File: src/rtl/usb_frame_timer.sv
module usb_frame_timer #(
  parameter int FI_W = 14,
  parameter int MPS_W = 15,
  parameter int unsigned FI_RESET = 11999
) (
  input  logic            clk,
  input  logic            rst_n,
  input  logic            run,
  input  logic            ivl_we,
  input  logic [31:0]     ivl_wdata,
  input  logic            pst_we,
  input  logic [FI_W-1:0] pst_wdata,
  output logic [31:0]     ivl_rdata,
  output logic [31:0]     rem_rdata,
  output logic [15:0]     frame_num,
  output logic            sof,
  output logic            fno,
  output logic            periodic_pri
);
  localparam int GAP_W = 16 - FI_W;
  localparam int REM_GAP = 31 - FI_W;

  logic [FI_W-1:0]  ivl_fi, pst, rem;
  logic [MPS_W-1:0] ivl_mps;
  logic             ivl_tog, rem_tog;
  logic [15:0]      frame_nxt;

  wire at_end = (rem == '0);
  assign frame_nxt = frame_num + 16'd1;

  always_ff @(posedge clk or negedge rst_n) begin
    if (!rst_n) begin
      ivl_fi  <= FI_W'(FI_RESET);
      ivl_mps <= '0;
      ivl_tog <= 1'b0;
      pst     <= '0;
    end else begin
      if (ivl_we) begin
        ivl_fi  <= ivl_wdata[FI_W-1:0];
        ivl_mps <= ivl_wdata[16 +: MPS_W];
        ivl_tog <= ivl_wdata[31];
      end
      if (pst_we) pst <= pst_wdata;
    end
  end

  always_ff @(posedge clk or negedge rst_n) begin
    if (!rst_n) begin
      rem       <= FI_W'(FI_RESET);
      rem_tog   <= 1'b0;
      frame_num <= '0;
      sof       <= 1'b0;
      fno       <= 1'b0;
    end else begin
      sof <= 1'b0;
      fno <= 1'b0;
      if (run) begin
        if (at_end) begin
          rem       <= ivl_fi;
          rem_tog   <= ivl_tog;
          frame_num <= frame_nxt;
          sof       <= 1'b1;
          fno       <= frame_nxt[15] ^ frame_num[15];
        end else begin
          rem <= rem - 1'b1;
        end
      end
    end
  end

  assign ivl_rdata    = {ivl_tog, ivl_mps, {GAP_W{1'b0}}, ivl_fi};
  assign rem_rdata    = {rem_tog, {REM_GAP{1'b0}}, rem};
  assign periodic_pri = (rem <= pst);
endmodule

File: config.mk
export PLATFORM = sky130hd
export DESIGN_NAME = usb_frame_timer
export DESIGN_NICKNAME = d
export VERILOG_FILES = /design/src/rtl/usb_frame_timer.sv
export SDC_FILE = /design/constraint.sdc
export NUM_CORES = 1
export LEC_CHECK = 0
export BUFFER_PORTS_ARGS = -buffer_cell sky130_fd_sc_hd__clkbuf_2
export CORE_ASPECT_RATIO = 1.5
export CORE_UTILIZATION = 50
export CTS_CLUSTER_SIZE = 40
export DETAILED_ROUTE_END_ITERATION = 10
export PLACE_DENSITY = 0.8
export SLEW_MARGIN = 15
export SYNTH_ARGS = -nofsm -noshare
export SYNTH_HDL_FRONTEND = slang
export SYNTH_SLANG_ARGS = --single-unit
File: constraint.sdc
create_clock -name clk -period 2.6 [get_ports clk]
set_input_delay 0.26 -clock clk [delete_from_list [all_inputs] [get_ports clk]]
set_output_delay 0.26 -clock clk [all_outputs]
set_load 0.01 [all_outputs]
==> results of run 1 <==
[critical path: cells and delay by family, from the launching register on]
kind / cells / cell delay, ns
flip-flops: 1 / 0.61
AO/OA/AOI/OAI: 3 / 0.44
adder cells (fa/ha/maj): 1 / 0.28
buffers and inverters: 1 / 0.16
AND/OR/NAND/NOR: 1 / 0.16
[layout make-up]
cell class                      count  share of cell area [%]
Clock buffer                       10                    3.04
Clock inverter                      6                    1.38
Inverter                           21                    1.74
Multi-Input combinational cell    231                    35.6
Sequential cell                    77                    43.1
Tap cell                          100                    2.76
Timing Repair Buffer              112                    12.4
[cell usage after synthesis, types with 2 or more instances]
cell type	n	area, sq um
dfrtp_1	55	1380
nand2_1	31	116
mux2_2	28	315
o21ai_0	24	120
dfstp_2	22	578
buf_4	21	158
inv_1	21	78.8
ha_1	16	200
nor2_1	16	60.1
nor3_1	11	55.1
a21oi_1	9	45.0
clkbuf_1	8	30.0
xor2_1	8	70.1
nand4_1	7	43.8
xnor2_1	7	61.3
nand3_1	6	30.0
o21ai_1	4	20.0
a21o_1	3	22.5
and2_1	3	18.8
and3_1	3	18.8
o21a_1	3	22.5
a211oi_1	2	15.0
a221oi_1	2	17.5
and4_1	2	17.5
mux2_1	2	22.5
nor2b_1	2	12.5
o211ai_1	2	15.0
or3_1	2	12.5
or3_4	2	22.5
or4_4	2	22.5
[cell usage in the layout (no fill, tap or decap), types with 10 or more instances in the layout]
cell type	count
dfrtp_1	55
o21ai_0	24
nand2_1	31
clkbuf_8	10
mux2_2	28
ha_1	16
clkbuf_2	111
nor3_1	11
conb_1	19
nor2_1	16
inv_1	21
dfstp_2	22
[flip-flops by register name, summed over array words and instances, names as in the netlist]
register and count:
fno 1, frame_num 16, ivl_fi 14, ivl_mps 15, ivl_tog 1, pst 14, rem 14, rem_tog 1
sof 1
[final timing paths]
| kind | endpoint | slack, ns |
|---|---|---|
| worst max register to register | frame_num[11]$_DFFE_PN0P_ | 0.44 |
| worst min-delay path | pst[1]$_DFFE_PN0P_ | 0.04 |
| min in group clk | pst[3]$_DFFE_PN0P_ | 0.11 |
| max in group asynchronous | pst[2]$_DFFE_PN0P_ | 1.93 |
| worst min register to register | rem[7]$_DFFE_PN1P_ | 0.48 |
| worst max-delay path | periodic_pri | 0.34 |
[through the flow]
stage	hold WS, ns	util [%]	setup WS, ns	area, sq um	instances
5_1_grt	0.108	62.3	0.154	4530	557
6_report	0.0362	62.3	0.344	4530	557
3_5_place_dp	0.463	59.6	0.426	4330	541
4_1_cts	0.0711	62.3	0.314	4530	557
2_1_floorplan	-0.0356	-	0.519	3840	359
3_3_place_gp	0.461	59.6	0.470	4330	541
[routing by layer]
metal	vias up	share of wire [%]	GRT usage, %
met2	93	51	34.8
met1	1348	41	23.4
li1	1358	-	-
met4	0	2.3	10.2
met5	-	0	0
met3	14	5.0	5.31
[kinds of logic (layout without fill, tap and decap cells)]
kind of cell    after synthesis  in the layout  share of synthesized area (%)
simple gates                 97             97                           14.3
mux                          30             30                           8.94
buf+inv                      51            149                           7.35
compound gates               53             53                           8.38
flops                        77             77                           51.7
fa+ha+maj                    16             16                           5.30
xor+xnor                     16             16                           3.91
other cells                   1             19                         0.0993
[power breakdown]
group	switching (mW)	internal [mW]
logic	0.547	0.454
registers	0.235	1.45
clock network	0.433	0.465
total	1.22	2.37
==> impl_metrics.csv, run 1 <==
group,metric,value,unit
power,ir_worst_vdd,473,uV
synthesis,yosys.cell_types.count,47,
power,finalPower,3.58,mW
final_layout,nNetsFinal,519,
timing,max_freq,0.443,GHz
setup_path,slowest_delay,0.61,ns
floorplan,die_w,73.0,um
floorplan,rows,38,
clock_tree,postCtsHoldBufs,0,
clock_tree,clock_path_buffers,2,
power,p_leak,2.29,nW
synthesis,avgSynthCellArea,11.1,sq um
floorplan,num_io_pins,134,
drt,route.detailed.drc,0,
synthesis,ys_async_sr_fraction,100,%
clock_tree,post_cts_buffers,0,
synthesis,synth_edf_count,0,
final_layout,regArea,0.00195,sq mm
clock_tree,h-tree-depth,3,
setup_path,crit_path_frequent_cell,"o21ai_0",
clock_tree,clk_latency,0.35,ns
setup_path,path_cells,"ha_1, a21oi_1, o21ai_0, nand3b_1, o21ai_0, clkbuf_2",
timing,final.setup.tns,0,ns
timing,finalHoldViolCount,0,
timing,worst_pin_slew,0.952,ns
final_layout,fillers,615,
final_layout,antenna_cells,0,
drt,dr.pass1.iters,4,
setup_path,criticalPathCategory,"reg -> out",
setup_path,crit_start,"rem[13]$_DFFE_PN1P_",
synthesis,yosys_warnings,0,
status,status,"completed",
timing,fin_crit,2.26,ns
setup_path,critPathMaxFanout,7,
grt,grt_antenna_before_repair,0,
grt,grt_pass1_wl,12200,um
flow_run,maxCapViolCount,0,
timing,fin_crit_sh,86.8,%
clock_tree,cts_buffers,9,
setup_path,crit_path_end_kind,"output pin",
synthesis,syn_area,0.00378,sq mm
clock_tree,cts-root-buf,"clkbuf_8",
synthesis,synth_ff_type,"dfrtp_1",
setup_path,r2r_start,"rem[5]$_DFFE_PN0P_",
drt,drtAntennaViolNets,0,
place,gp_congestion,0.793,
drt,wire_per_inst,13.6,um
drt,vias,2813,
timing,max_slew_margin,36.5,%
clock_tree,path_clk_slew,0.07,ns
place,io_buffers,112,
grt,grtUsageTotal,20.4,%
timing,rsz0062_at_grt,"false",
setup_path,cp.required,2.34,ns
drt,via_per_inst,5.05,
synthesis,ys_ff_latch,77,
setup_path,crit_slowest_cell,"dfstp_2",
synthesis,syn_inst,341,
drt,wl,7600,um
timing,finalClockSkew,0.00467,ns
power,power.density,790,mW/mm^2
timing,setup_viol,0,
drt,drt_iter0_markers,60,
place,hpwl,5760,um
final_layout,drive_above_1_share,42.0,%
grt,grt_start_max_net_pins,78,
clock_tree,clock-sinks,77,
floorplan,core-area,0.00727,sq mm
hold_path,hold_path_class,"in -> async",
setup_path,reg2reg_depth,5,
clock_tree,cts_resized,0,
synthesis,yosysSeqAreaShare,51.7,%
final_layout,multi_input_area,0.00161,sq mm
grt,grt_pass1_vias,2705,
timing,drv_slew,0,
clock_tree,cts_tree,"built",
floorplan,die_area,0.00791,sq mm
final_layout,area_growth,20.0,%
setup_path,start_kind,"flip-flop",
floorplan,start_util,51.9,%
grt,grt-ovfl-total,0,
setup_path,worstPathArrival,2.00,ns
floorplan,die_y,108,um
Power figures use the tool's default switching activity.
==> inputs of run 2 (changes only) <==
ABC_AREA = 1   (was unset)
CORE_UTILIZATION = 51   (was 50)
==> impl_metrics.csv, run 2 <==
group,metric,value,unit
status,status,"completed",
synthesis,yosysMostFrequentCell,"nand2_1",
timing,max_freq,0.452,GHz
timing,finalHoldViolCount,0,
clock_tree,postCtsHoldBufs,0,
clock_tree,clk_latency,0.33,ns
drt,wl,9350,um
final_layout,top_register,"frame_num",
drt,via_per_inst,4.96,
clock_tree,cts-root-buf,"clkbuf_16",
setup_path,crit_slowest_cell,"dfstp_2",
floorplan,die_area,0.00868,sq mm
setup_path,reg2reg_depth,8,
synthesis,synth.mux.area_fraction,5.85,%
timing,rsz0062_at_grt,"false",
synthesis,yosys-top-cells-count,"nand2_1, dfrtp_1, inv_1",
setup_path,critPathBufInv,1,
floorplan,die_w,76.4,um
grt,grt_pass1_vias,3647,
timing,drv_slew,0,
synthesis,ys_ff_latch,77,
hold_path,hold_path_class,"in -> async",
timing,finalClockSkew,0.00813,ns
final_layout,final_cells,717,
synthesis,yosysSeqAreaShare,46.2,%
drt,vias,3555,
setup_path,timing.rr.end,"frame_num[7]$_DFFE_PN0P_",
synthesis,ys_async_sr_fraction,100,%
place,gp_congestion,0.933,
place,io_buffers,112,
synthesis,yosys_warnings,0,
floorplan,num_io_pins,134,
clock_tree,h-tree-depth,3,
timing,fin_crit_sh,85.1,%
grt,grt-ovfl-total,0,
synthesis,synthAdderAreaFrac,4.73,%
floorplan,start_util,52.9,%
power,power.density,887,mW/mm^2
synthesis,syn_inst,502,
final_layout,mostFrequentLayoutCell,"nand2_1",
setup_path,criticalPathCategory,"reg -> out",
grt,grtUsageTotal,23.6,%
clock_tree,clock-sinks,77,
timing,worst_pin_slew,0.973,ns
setup_path,start_kind,"flip-flop",
drt,drt_iter0_markers,229,
drt,dr.pass1.iters,4,
synthesis,synth-compound-area-share,6.21,%
place,dp.cells,701,
synthesis,yosys.area.top_type_share,32.5,%
grt,grt_start_max_net_pins,78,
floorplan,die_y,114,um
setup_path,worstPathArrival,1.95,ns
clock_tree,path_clk_slew,0.05,ns
final_layout,nNetsFinal,674,
setup_path,slowest_delay,0.59,ns
place,hpwl,6850,um
timing,setup_viol,0,
floorplan,core-area,0.00801,sq mm
timing,final.setup.tns,0,ns
clock_tree,cts_buffers,9,
final_layout,area_growth,20.0,%
setup_path,critical-path-top-delay-family,"flip-flops",
synthesis,synth_edf_count,0,
timing,max_slew_margin,35.1,%
setup_path,cp.required,2.34,ns
final_layout,largestRegisters,"frame_num x16, ivl_mps x15",
final_layout,drive_above_1_share,30.6,%
setup_path,critPathMaxFanout,6,
synthesis,synth_area_leaders,"dfrtp_1, dfstp_2, nand2_1",
setup_path,reg2reg_slack,0.54,ns
power,ir_worst_vdd,521,uV
grt,grt_pass1_wl,16300,um
synthesis,synth_top_area_cell,"dfrtp_1",
final_layout,final_cell_mix,"nand2_1, clkbuf_2, dfrtp_1, inv_1, nor2_1",
synthesis,synth_top_family_by_area,"simple AND/OR/NAND/NOR gates",
setup_path,path_cells,"ha_1, a21oi_1, nor2_1, nor3_1, nand3_1, nand2_1, clkbuf_2",
grt,grt_antenna_before_repair,0,
timing,fin_crit,2.21,ns
drt,wire_per_inst,13.0,um
drt,route.detailed.drc,0,
synthesis,yosys.cell_types.count,37,
final_layout,antenna_cells,0,
final_layout,largest_reg_flops,16,
setup_path,crit_path_end_kind,"output pin",
clock_tree,cts_resized,0,
synthesis,synth_xor_area_share,2.28,%
synthesis,synth-simple-area-share,24.0,%
clock_tree,post_cts_buffers,0,
clock_tree,cts_tree,"built",
floorplan,rows,40,
synthesis,avgSynthCellArea,8.43,sq um
power,p_leak,2.67,nW
drt,drtAntennaViolNets,0,
clock_tree,clock_path_buffers,2,
setup_path,r2r_start,"rem[0]$_DFFE_PN1P_",
synthesis,synth_ff_type,"dfrtp_1",
final_layout,fillers,711,
flow_run,maxCapViolCount,0,
synthesis,syn_area,0.00423,sq mm
==> run 2: changes by cell type in the layout (fill, tap and decap cells not counted), moves of 9 or more <==
cell,before,now
nand2_1,31,149
clkbuf_16,0,9
nor2_1,16,35
nand3_1,6,24
inv_1,21,54
==> run 2: kinds of logic after synthesis <==
| logic type | after synthesis |
|---|---|
| AND/OR/NAND/NOR | 234 |
| AO/OA/AOI/OAI | 49 |
| buffers and inverters | 92 |
| other | 1 |
| flip-flops | 77 |
| multiplexers | 22 |
| XOR/XNOR | 11 |
| adder cells (fa/ha/maj) | 16 |
==> run 2: area by class of cell <==
cell class              count  area, sq um  share of cell area [%]
clock inverters             4         70.1                    1.38
well taps                 105          131                    2.59
clock buffers              12          256                    5.05
repair buffers            112          563                    11.1
flip-flops and latches     77         1950                    38.5
multi-input cells         351         1890                    37.3
inverters                  56          211                    4.16
==> run 2: stage by stage <==
step                utilization, %  worst slack, ns  total power, mW  area, sq um  hold WS [ns]
floorplan                        -             1.01             2.68         4300       -0.0356
global placement              59.4            0.596             3.07         4750         0.468
detailed placement            59.4            0.541             3.16         4750         0.474
CTS                           63.4            0.347             4.54         5080         0.120
global route                  63.4            0.289             4.82         5080         0.131
finish                        63.4            0.389             4.50         5080        0.0711
==> run 2: how the worst max path moves through the flow <==
stage | from | endpoint | slack [ns] | cells past startpoint
floorplan | rem[0]$_DFFE_PN1P_ | rem[1]$_DFFE_PN1P_ | 1.01 | 11
global placement | rem[0]$_DFFE_PN1P_ | frame_num[7]$_DFFE_PN0P_ | 0.60 | 8
detailed placement | rem[0]$_DFFE_PN1P_ | frame_num[7]$_DFFE_PN0P_ | 0.54 | 8
CTS | rem[13]$_DFFE_PN1P_ | periodic_pri | 0.35 | 6
global route | rem[13]$_DFFE_PN1P_ | periodic_pri | 0.29 | 6
finish | rem[11]$_DFFE_PN1P_ | periodic_pri | 0.39 | 7
==> run 2: power by group <==
part / leakage (nW) / internal, mW / switching, mW
Combinational: 1.60 / 0.549 / 0.853
Sequential: 0.911 / 1.47 / 0.269
Clock: 0.163 / 0.890 / 0.471
Total: 2.67 / 2.91 / 1.59
==> run 2: worst register-to-register path, cell delays in order, from the launching register on <==
cell,delay [ns]
dfstp_2,0.37
inv_1,0.11
ha_1,0.23
nand3_2,0.14
nor2_4,0.30
nand3_4,0.31
clkinv_2,0.31
o21ai_0,0.12
o21ai_0,0.09
==> run 2: layer usage <==
metal / GRT usage (%) / vias up / wire (um)
met5: 0 / - / 0
met4: 9.10 / 0 / 166
met3: 5.36 / 14 / 430
met2: 42.2 / 119 / 4900
met1: 27.2 / 1658 / 3860
li1: - / 1764 / -
==> inputs of run 3 (changes only) <==
CORE_ASPECT_RATIO = unset   (was 1.5)
PLACE_DENSITY = 0.84   (was 0.8)
==> impl_metrics.csv, run 3 (synthesized netlist as in run 2, its figures left out) <==
group,metric,value,unit
setup_path,critical-path-top-delay-family,"flip-flops",
clock_tree,clock-sinks,77,
final_layout,mostFrequentLayoutCell,"nand2_1",
setup_path,worstPathArrival,1.87,ns
final_layout,final_cell_mix,"nand2_1, clkbuf_2, dfrtp_1, inv_1, nor2_1",
grt,grt_start_max_net_pins,78,
place,io_buffers,112,
timing,worst_pin_slew,0.956,ns
drt,drtAntennaViolNets,0,
clock_tree,cts_tree,"built",
place,hpwl,6820,um
power,p_leak,2.61,nW
drt,wl,9390,um
setup_path,criticalPathCategory,"reg -> out",
final_layout,final_cells,714,
clock_tree,cts-root-buf,"clkbuf_8",
timing,max_freq,0.470,GHz
place,dpl_cell_area,0.00475,sq mm
clock_tree,postCtsHoldBufs,0,
setup_path,critPathMaxFanout,6,
drt,route.detailed.drc,0,
status,status,"completed",
clock_tree,clk_latency,0.34,ns
grt,grtUsageTotal,23.1,%
setup_path,path_cells,"ha_1, a21oi_1, nor2_1, nor3_1, nand3_1, nand2_1, clkbuf_2",
setup_path,reg2reg_depth,8,
setup_path,crit_slowest_cell,"dfstp_2",
setup_path,critPathBufInv,1,
final_layout,nNetsFinal,674,
timing,finalHoldViolCount,0,
floorplan,die_w,93.1,um
clock_tree,post_cts_buffers,0,
clock_tree,cts_buffers,9,
setup_path,cp.required,2.34,ns
floorplan,die_area,0.00867,sq mm
floorplan,start_util,53.7,%
grt,grt-ovfl-total,0,
drt,drt_iter0_markers,220,
final_layout,antenna_cells,0,
timing,finalClockSkew,0.00813,ns
timing,fin_crit_sh,81.9,%
drt,vias,3623,
setup_path,start_kind,"flip-flop",
power,power.density,824,mW/mm^2
timing,max_slew_margin,36.2,%
final_layout,area_growth,17.2,%
place,gp_congestion,0.876,
clock_tree,h-tree-depth,3,
grt,grt_antenna_before_repair,0,
power,finalPower,4.09,mW
final_layout,drive_above_1_share,30.6,%
drt,wire_per_inst,13.1,um
drt,via_per_inst,5.07,
timing,setup_viol,0,
final_layout,largestRegisters,"frame_num x16, ivl_mps x15",
grt,grt_pass1_wl,15800,um
setup_path,slowest_delay,0.60,ns
timing,drv_slew,0,
drt,dr.pass1.iters,4,
setup_path,timing.rr.end,"frame_num[7]$_DFFE_PN0P_",
floorplan,rows,32,
timing,fin_crit,2.13,ns
hold_path,hold_path_class,"in -> async",
final_layout,top_register,"frame_num",
floorplan,core-area,0.00789,sq mm
power,ir_worst_vdd,321,uV
clock_tree,clock_path_buffers,2,
setup_path,crit_path_end_kind,"output pin",
flow_run,maxCapViolCount,0,
setup_path,r2r_start,"rem[0]$_DFFE_PN1P_",
clock_tree,path_clk_slew,0.08,ns
grt,grt_pass1_vias,3417,
place,dp.cells,698,
final_layout,largest_reg_flops,16,
floorplan,num_io_pins,134,
timing,rsz0062_at_grt,"false",
final_layout,final_area,0.00496,sq mm
timing,final.setup.tns,0,ns
timing,hold_ws,0.0667,ns
clock_tree,cts_resized,0,
setup_path,reg2reg_slack,0.51,ns
floorplan,die_y,93.1,um
run 3: how the worst max path moves through the flow:
stage,start,end,slack (ns),cells past startpoint
6_report,rem[11]$_DFFE_PN1P_,periodic_pri,0.47,7
5_1_grt,rem[0]$_DFFE_PN1P_,frame_num[7]$_DFFE_PN0P_,0.27,8
4_1_cts,rem[11]$_DFFE_PN1P_,periodic_pri,0.45,7
3_5_place_dp,rem[0]$_DFFE_PN1P_,frame_num[7]$_DFFE_PN0P_,0.50,8
3_3_place_gp,rem[0]$_DFFE_PN1P_,frame_num[7]$_DFFE_PN0P_,0.61,8
2_1_floorplan,rem[0]$_DFFE_PN1P_,rem[1]$_DFFE_PN1P_,1.01,11
run 3: per-stage QoR:
| step | setup WS, ns | util (%) |
|---|---|---|
| after floorplan | 1.01 | - |
| after global placement | 0.607 | 60.2 |
| after detailed placement | 0.497 | 60.2 |
| after CTS | 0.445 | 62.9 |
| after global routing | 0.274 | 62.9 |
| final | 0.470 | 62.9 |
run 3: layout make-up:
type / instances / area [sq um]
clock buffer: 13 / 169
sequential: 77 / 1950
clock inverter: 3 / 42.5
multi-input combinational: 351 / 1890
inverter: 56 / 211
fill: 671 / 2930
tap: 102 / 128
timing repair buffer: 112 / 563
run 3: where the power goes:
part	switching [mW]	internal, mW	total (mW)
registers	0.278	1.47	1.75
logic	0.846	0.548	1.39
clock network	0.424	0.522	0.946
run 3: per-layer routing:
layer	track usage, %	part of all wire [%]	vias to the layer above	wire, um
met5	0	0	-	0
met4	6.79	1.2	0	113
met3	5.93	6.8	16	639
met2	37.9	48	144	4540
met1	30.0	44	1702	4090
li1	-	-	1761	-
